--- src/rtl/pst_pkg.sv ---
package pst_pkg;
  localparam int TID_W = 3;
  localparam int IDX_W = 3;
  localparam int SHORT_STEPS = 3;
  localparam int LONG_STEPS  = 7;

  typedef enum logic [2:0] {
    ST_IDLE,
    ST_ISSUE,
    ST_WAIT,
    ST_READY,
    ST_FAULT
  } seq_state_t;

  localparam logic [TID_W-1:0] TID_CPU      = 3'd0;
  localparam logic [TID_W-1:0] TID_WDOG     = 3'd1;
  localparam logic [TID_W-1:0] TID_CSUM     = 3'd2;
  localparam logic [TID_W-1:0] TID_RAM_FULL = 3'd3;
  localparam logic [TID_W-1:0] TID_TIMER    = 3'd4;
  localparam logic [TID_W-1:0] TID_IRQ      = 3'd5;
  localparam logic [TID_W-1:0] TID_BUSERR   = 3'd6;
  localparam logic [TID_W-1:0] TID_RAM_PART = 3'd7;
endpackage

--- src/rtl/pst_outage_mon.sv ---
// Times supply outages on the millisecond tick and keeps the down and
// cold-start flags that decide when and how the computer restarts.
module pst_outage_mon #(
  parameter int RIDE_MS = 20,
  parameter int LONG_MS = 3000,
  parameter int CNT_W   = 12
) (
  input  logic clk,
  input  logic rst_n,
  input  logic supply_ok,
  input  logic pb_on,
  input  logic ms_tick,
  input  logic start_go,
  output logic down_q,
  output logic cold_q
);
  localparam logic [CNT_W-1:0] RIDE_LIM = CNT_W'(RIDE_MS);
  localparam logic [CNT_W-1:0] LONG_LIM = CNT_W'(LONG_MS);
  localparam logic [CNT_W-1:0] LONG_PRE = CNT_W'(LONG_MS - 1);

  logic [CNT_W-1:0] cnt_q, cnt_d;
  logic             down_d, cold_d;
  logic             gap_tick;
  logic             cnt_en;

  assign gap_tick = !supply_ok && ms_tick;
  assign cnt_en   = supply_ok || (ms_tick && (cnt_q != LONG_LIM));

  always_comb begin
    cnt_d = cnt_q;
    if (supply_ok) begin
      cnt_d = '0;
    end else if (ms_tick && (cnt_q != LONG_LIM)) begin
      cnt_d = cnt_q + 1'b1;
    end
  end

  always_comb begin
    down_d = down_q;
    cold_d = cold_q;
    if (start_go) begin
      down_d = 1'b0;
      cold_d = 1'b0;
    end
    // Tick number RIDE_MS+1 of one outage is beyond the ride-through window.
    if (gap_tick && (cnt_q >= RIDE_LIM)) begin
      down_d = 1'b1;
    end
    if (gap_tick && (cnt_q >= LONG_PRE)) begin
      cold_d = 1'b1;
    end
    if (!pb_on) begin
      down_d = 1'b1;
      cold_d = 1'b1;
    end
  end

  always_ff @(posedge clk or negedge rst_n) begin
    if (!rst_n) begin
      cnt_q <= '0;
    end else if (cnt_en) begin
      cnt_q <= cnt_d;
    end
  end

  always_ff @(posedge clk or negedge rst_n) begin
    if (!rst_n) begin
      down_q <= 1'b1;
      cold_q <= 1'b1;
    end else begin
      down_q <= down_d;
      cold_q <= cold_d;
    end
  end
endmodule

--- src/rtl/pst_step_rom.sv ---
// Maps a step index of the selected list onto a test identifier.
module pst_step_rom
  import pst_pkg::*;
(
  input  logic             long_sel,
  input  logic [IDX_W-1:0] idx,
  output logic [TID_W-1:0] tid,
  output logic             last
);
  always_comb begin
    tid = TID_CPU;
    if (long_sel) begin
      case (idx)
        3'd0:    tid = TID_CPU;
        3'd1:    tid = TID_WDOG;
        3'd2:    tid = TID_CSUM;
        3'd3:    tid = TID_RAM_FULL;
        3'd4:    tid = TID_TIMER;
        3'd5:    tid = TID_IRQ;
        default: tid = TID_BUSERR;
      endcase
      last = (idx == IDX_W'(LONG_STEPS - 1));
    end else begin
      case (idx)
        3'd0:    tid = TID_TIMER;
        3'd1:    tid = TID_IRQ;
        default: tid = TID_RAM_PART;
      endcase
      last = (idx == IDX_W'(SHORT_STEPS - 1));
    end
  end
endmodule

--- src/rtl/pst_sequencer.sv ---
// Steps through the chosen list over the start/done/pass handshake,
// with a per-step timeout and an overall budget for the short list.
module pst_sequencer
  import pst_pkg::*;
#(
  parameter int STEP_TO_MS = 1000,
  parameter int BUDGET_MS  = 1500,
  parameter int STO_W      = 10,
  parameter int BUD_W      = 11
) (
  input  logic             clk,
  input  logic             rst_n,
  input  logic             ms_tick,
  input  logic             start_go,
  input  logic             go_long,
  input  logic             abort,
  input  logic             test_done,
  input  logic             test_pass,
  input  logic             step_last,
  output logic [IDX_W-1:0] idx_q,
  output logic             long_q,
  output logic             test_start,
  output logic             busy,
  output logic             ready,
  output logic             fault
);
  localparam logic [STO_W-1:0] STO_LAST = STO_W'(STEP_TO_MS - 1);
  localparam logic [BUD_W-1:0] BUD_LAST = BUD_W'(BUDGET_MS - 1);

  seq_state_t       st_q, st_d;
  logic [IDX_W-1:0] idx_d;
  logic             long_d;
  logic [STO_W-1:0] step_q, step_d;
  logic [BUD_W-1:0] tot_q, tot_d;
  logic             sto_hit, bud_hit, in_run;
  logic             cnt_en;

  assign in_run  = (st_q == ST_ISSUE) || (st_q == ST_WAIT);
  assign sto_hit = ms_tick && (step_q == STO_LAST);
  assign bud_hit = ms_tick && !long_q && (tot_q == BUD_LAST);
  assign cnt_en  = start_go || in_run;

  always_comb begin
    st_d   = st_q;
    idx_d  = idx_q;
    long_d = long_q;
    step_d = step_q;
    tot_d  = tot_q;
    if (in_run && ms_tick) begin
      tot_d = tot_q + 1'b1;
    end
    if (start_go) begin
      st_d   = ST_ISSUE;
      idx_d  = '0;
      long_d = go_long;
      tot_d  = '0;
    end else if (abort) begin
      st_d = ST_IDLE;
    end else begin
      case (st_q)
        ST_ISSUE: begin
          step_d = '0;
          st_d   = bud_hit ? ST_FAULT : ST_WAIT;
        end
        ST_WAIT: begin
          if (ms_tick) begin
            step_d = step_q + 1'b1;
          end
          if (test_done) begin
            if (!test_pass) begin
              st_d = ST_FAULT;
            end else if (step_last) begin
              st_d = ST_READY;
            end else begin
              idx_d = idx_q + 1'b1;
              st_d  = ST_ISSUE;
            end
          end else if (sto_hit || bud_hit) begin
            st_d = ST_FAULT;
          end
        end
        default: st_d = st_q;
      endcase
    end
  end

  always_ff @(posedge clk or negedge rst_n) begin
    if (!rst_n) begin
      st_q   <= ST_IDLE;
      idx_q  <= '0;
      long_q <= 1'b0;
    end else begin
      st_q   <= st_d;
      idx_q  <= idx_d;
      long_q <= long_d;
    end
  end

  always_ff @(posedge clk or negedge rst_n) begin
    if (!rst_n) begin
      step_q <= '0;
      tot_q  <= '0;
    end else if (cnt_en) begin
      step_q <= step_d;
      tot_q  <= tot_d;
    end
  end

  assign test_start = (st_q == ST_ISSUE);
  assign busy       = in_run;
  assign ready      = (st_q == ST_READY);
  assign fault      = (st_q == ST_FAULT);
endmodule

--- src/rtl/pst_powerup_seq.sv ---
module pst_powerup_seq
  import pst_pkg::*;
#(
  parameter int RIDE_MS    = 20,
  parameter int LONG_MS    = 3000,
  parameter int BUDGET_MS  = 1500,
  parameter int STEP_TO_MS = 1000,
  parameter int HYD_N      = 3
) (
  input  logic             clk,
  input  logic             rst_n,
  input  logic             supply_ok,
  input  logic             pb_on,
  input  logic             ms_tick,
  input  logic [HYD_N-1:0] hyd_high,
  input  logic             test_done,
  input  logic             test_pass,
  output logic             test_start,
  output logic [TID_W-1:0] test_id,
  output logic             busy,
  output logic             ready,
  output logic             fault
);
  localparam int OUT_W = $clog2(LONG_MS + 1);
  localparam int STO_W = $clog2(STEP_TO_MS + 1);
  localparam int BUD_W = $clog2(BUDGET_MS + 1);

  logic             down_q, cold_q;
  logic             start_go, go_long;
  logic [IDX_W-1:0] idx_q;
  logic             long_q, step_last;

  assign start_go = down_q && supply_ok && pb_on;
  assign go_long  = cold_q && !(|hyd_high);

  pst_outage_mon #(
    .RIDE_MS(RIDE_MS),
    .LONG_MS(LONG_MS),
    .CNT_W  (OUT_W)
  ) u_outage (
    .clk      (clk),
    .rst_n    (rst_n),
    .supply_ok(supply_ok),
    .pb_on    (pb_on),
    .ms_tick  (ms_tick),
    .start_go (start_go),
    .down_q   (down_q),
    .cold_q   (cold_q)
  );

  pst_step_rom u_rom (
    .long_sel(long_q),
    .idx     (idx_q),
    .tid     (test_id),
    .last    (step_last)
  );

  pst_sequencer #(
    .STEP_TO_MS(STEP_TO_MS),
    .BUDGET_MS (BUDGET_MS),
    .STO_W     (STO_W),
    .BUD_W     (BUD_W)
  ) u_seq (
    .clk       (clk),
    .rst_n     (rst_n),
    .ms_tick   (ms_tick),
    .start_go  (start_go),
    .go_long   (go_long),
    .abort     (down_q),
    .test_done (test_done),
    .test_pass (test_pass),
    .step_last (step_last),
    .idx_q     (idx_q),
    .long_q    (long_q),
    .test_start(test_start),
    .busy      (busy),
    .ready     (ready),
    .fault     (fault)
  );
endmodule

--- config.mk ---
export PLATFORM = sky130hd
export DESIGN_NAME = pst_powerup_seq
export DESIGN_NICKNAME = d
export VERILOG_FILES = /design/src/rtl/pst_pkg.sv /design/src/rtl/pst_outage_mon.sv /design/src/rtl/pst_step_rom.sv /design/src/rtl/pst_sequencer.sv /design/src/rtl/pst_powerup_seq.sv
export SDC_FILE = /design/constraint.sdc
export NUM_CORES = 1
export LEC_CHECK = 0
export BUFFER_PORTS_ARGS = -buffer_cell sky130_fd_sc_hd__buf_2
export CAP_MARGIN = 15
export CORE_ASPECT_RATIO = 0.7
export CORE_UTILIZATION = 50
export CTS_BUF_LIST = sky130_fd_sc_hd__clkbuf_2
export DETAILED_ROUTE_END_ITERATION = 6
export PLACE_DENSITY = 0.72
export SLEW_MARGIN = 15
export SYNTH_ARGS = -nofsm -noshare
export SYNTH_HDL_FRONTEND = slang
export SYNTH_SLANG_ARGS = --single-unit
--- constraint.sdc ---
create_clock -name clk -period 3.5 [get_ports clk]
set_input_delay 0.7 -clock clk [delete_from_list [all_inputs] [get_ports clk]]
set_output_delay 0.7 -clock clk [all_outputs]
set_load 0.005 [all_outputs]
==> impl_metrics.tcl <==
set metrics [dict create \
    status "complete, no violations" \
    min_period_ns 2.88 \
    wire_per_inst_um 14.6 \
    r2r_slack_ns 1.46 \
    routed_wl_mm 5.31 \
    cts-root-buf "clkbuf_2" \
    clk_pin_slew_worst_paths_ns 0.21 \
    yosysMostFrequentCell "dfrtp_1" \
    dr.pass1.iters 4 \
    die_area_sq_um 5390 \
    yosysTopAreaCell "dfrtp_1" \
    leakage_nw 1.11 \
    synth_edf_count 0 \
    ys_warn_count 0 \
    skew_ns 0.00749 \
    cp-start-kind "register" \
    cts_buffers 5 \
    tns_ns 0 \
    min_period_over_period_pct 82.4 \
    ioPinCount 17 \
    syn_nets 297 \
    grt_setup_unrepaired "false" \
    synth.top_cell.area_share_pct 39.3 \
    num-nets-final 312 \
    r2r_end "u_seq.st_q[2]$_DFFE_PN0P_" \
    worst_skew_pair.late_latency_ns 0.39 \
    crit_path_cell_trace "ha_1 > ha_1 > o311ai_0 > a22oi_1 > or2_2 > buf_2" \
    startpoint "u_seq.idx_q[0]$_DFFE_PN0P_" \
    grt_start_max_net_pins 43 \
    ir_worst_vdd_mv 0.188 \
    die_w_um 87.4 \
    portBuffers 16 \
    worstSetupEndpoint "test_id[0]" \
    grt_use_met2_pct 30.9 \
    multiInputGateArea_sq_um 1400 \
    drive_above_1_share_pct 13.6 \
    num_rows 21 \
    ys_seq_area_share_pct 41.3 \
    place_congestion 0.835 \
    ctsHoldBuffers 0 \
    crit_top_cell "ha_1" \
    synth_common_cells "40 x dfrtp_1, 30 x nor2_1, 26 x nand2_1, 17 x a21oi_1, 16 x xnor2_1" \
    max_freq_mhz 347 \
    grt.overflow.total 0 \
    cts_max_level 2 \
    slew_viol_final 0 \
    crit_arrival_ns 2.18 \
    cp_max_fo 4 \
    r2r_start "u_seq.st_q[2]$_DFFE_PN0P_" \
    worstSetupEndpointType "output port" \
    ys_ff_latch 42 \
    ant_nets 0 \
    post-route-util_pct 56.1 \
    required_ns 2.80 \
    cts_post_setup_buffers_inserted 0 \
    place_inst 355 \
    vias 2095 \
    cap_viol_max_count 0 \
    setup_violations 0 \
    top_usage_layer "met1" \
    min_path_type "in2async" \
    register_area_sq_um 1050 \
    worst_pin_slew_ns 0.928 \
    first_iter_violations 110 \
    antenna_found_initial 0 \
    cp_slowest_cell "dfrtp_1" \
    cts.path.max_buffers 2 \
    synth.area.top_cells "dfrtp_1 39%, xnor2_1 5.5%, ha_1 4.4%" \
    hold_viol 0 \
    numClockSinks 42 \
    cts_tree "built" \
    antenna-diode-count 0 \
    grt_use_met3_pct 4.89 \
    fillers 469 \
    synthCells 278 \
    use_met1_pct 31.8 \
    start_util_pct 52.7 \
    syn2layout_area_growth_pct 6.33 \
    hpwl_mm 3.74 \
    power-per-cell-area_nw_per_um2 345 \
    slew_headroom_pct 38.1 \
    drc 0 \
    reg2reg_depth 3 \
    instances_no_fill 363 \
    grt_pass1_vias 1771 \
    die_y_um 61.8 \
    async_reset_ff_share_pct 100 \
    cts_resized 0 \
    avgViaCountPerCell 5.77 \
    synth_ff_type "dfrtp_1" \
    worstSetupPathType "reg2out" \
    track_usage_pct 21.1 \
    synthesis.area_sq_um 2550 \
    avgSynthCellArea_sq_um 9.17 \
    synthDistinctLibCells 57 \
    slowest_delay_ns 0.48 \
    coreArea_sq_um 4830 \
    grt_pass1_wl_mm 8.65 \
]
==> worst min path at each step <==
stage	from	slack, ns	cells after the start	to
2_1_floorplan	rst_n	0.40	0	u_outage.cnt_q[0]$_DFFE_PN0P_
3_3_place_gp	u_seq.step_q[1]$_DFFE_PN0P_	0.51	2	u_seq.step_q[1]$_DFFE_PN0P_
3_5_place_dp	u_seq.step_q[0]$_DFFE_PN0P_	0.53	1	u_seq.step_q[0]$_DFFE_PN0P_
4_1_cts	rst_n	0.42	1	u_seq.step_q[2]$_DFFE_PN0P_
5_1_grt	pb_on	0.43	2	u_outage.down_q$_DFFE_PN1P_
6_report	rst_n	0.41	1	u_seq.step_q[8]$_DFFE_PN0P_
==> critical path: cells and delay by family (launching register included) <==
family | cells | cell delay, ns
flops | 1 | 0.48
fa+ha+maj | 2 | 0.46
compound gates | 2 | 0.43
simple gates | 1 | 0.29
buf+inv | 1 | 0.13
==> cell families after synthesis <==
logic type,count (synthesis),share of synthesized area [%]
XOR/XNOR,20,7.16
AO/OA/AOI/OAI,56,15.3
AND/OR/NAND/NOR,126,26.9
flip-flops,42,41.3
buffers and inverters,22,3.78
multiplexers,3,1.18
adder cells (fa/ha/maj),9,4.42
==> power by group <==
group	internal, mW	leakage (nW)	switching, mW	total (mW)
Clock	0.0492	0.0304	0.159	0.208
Combinational	0.0662	0.505	0.0898	0.156
Sequential	0.522	0.574	0.0497	0.572
Total	0.637	1.11	0.298	0.936
==> through the flow <==
step           instance area, sq um  power, mW  setup slack, ns  hold slack (ns)
3_3_place_gp                   2670      0.732             1.17            0.507
2_1_floorplan                  2550      0.683             1.31            0.404
3_5_place_dp                   2670      0.738             1.08            0.528
4_1_cts                        2710      0.950            0.583            0.417
5_1_grt                        2710      0.998            0.429            0.431
6_report                       2710      0.936            0.618            0.408
==> registers in the layout (all words and copies together), names as in the netlist <==
register	cells
u_outage.cnt_q	12
u_seq.tot_q	11
u_seq.step_q	10
u_seq.idx_q	3
u_seq.st_q	3
u_outage.cold_q	1
u_outage.down_q	1
u_seq.long_q	1
==> final cells by class <==
class | count | area share (%)
Multi-Input combinational cell | 214 | 51.6
Inverter | 14 | 1.94
Tap cell | 69 | 3.18
Sequential cell | 42 | 38.9
Clock inverter | 2 | 0.323
Clock buffer | 6 | 1.11
Timing Repair Buffer | 16 | 2.95
==> per-layer routing <==
layer,vias up,routed length [um]
met4,0,40
met5,-,0
met2,52,2260
met1,993,2750
met3,5,260
li1,1045,-
==> layout by cell type, fill, tap and decap left out, types with 8 or more instances in the layout <==
cell type  instances
xnor2_1           16
a21oi_1           17
nor2_1            30
nand3_1           12
inv_1             14
o21ai_0           10
dfrtp_1           40
nor4_1             8
nand2_1           26
ha_1               9
nor3_1            10
buf_2             16
No activity file was read; power rests on OpenSTA's default activity.
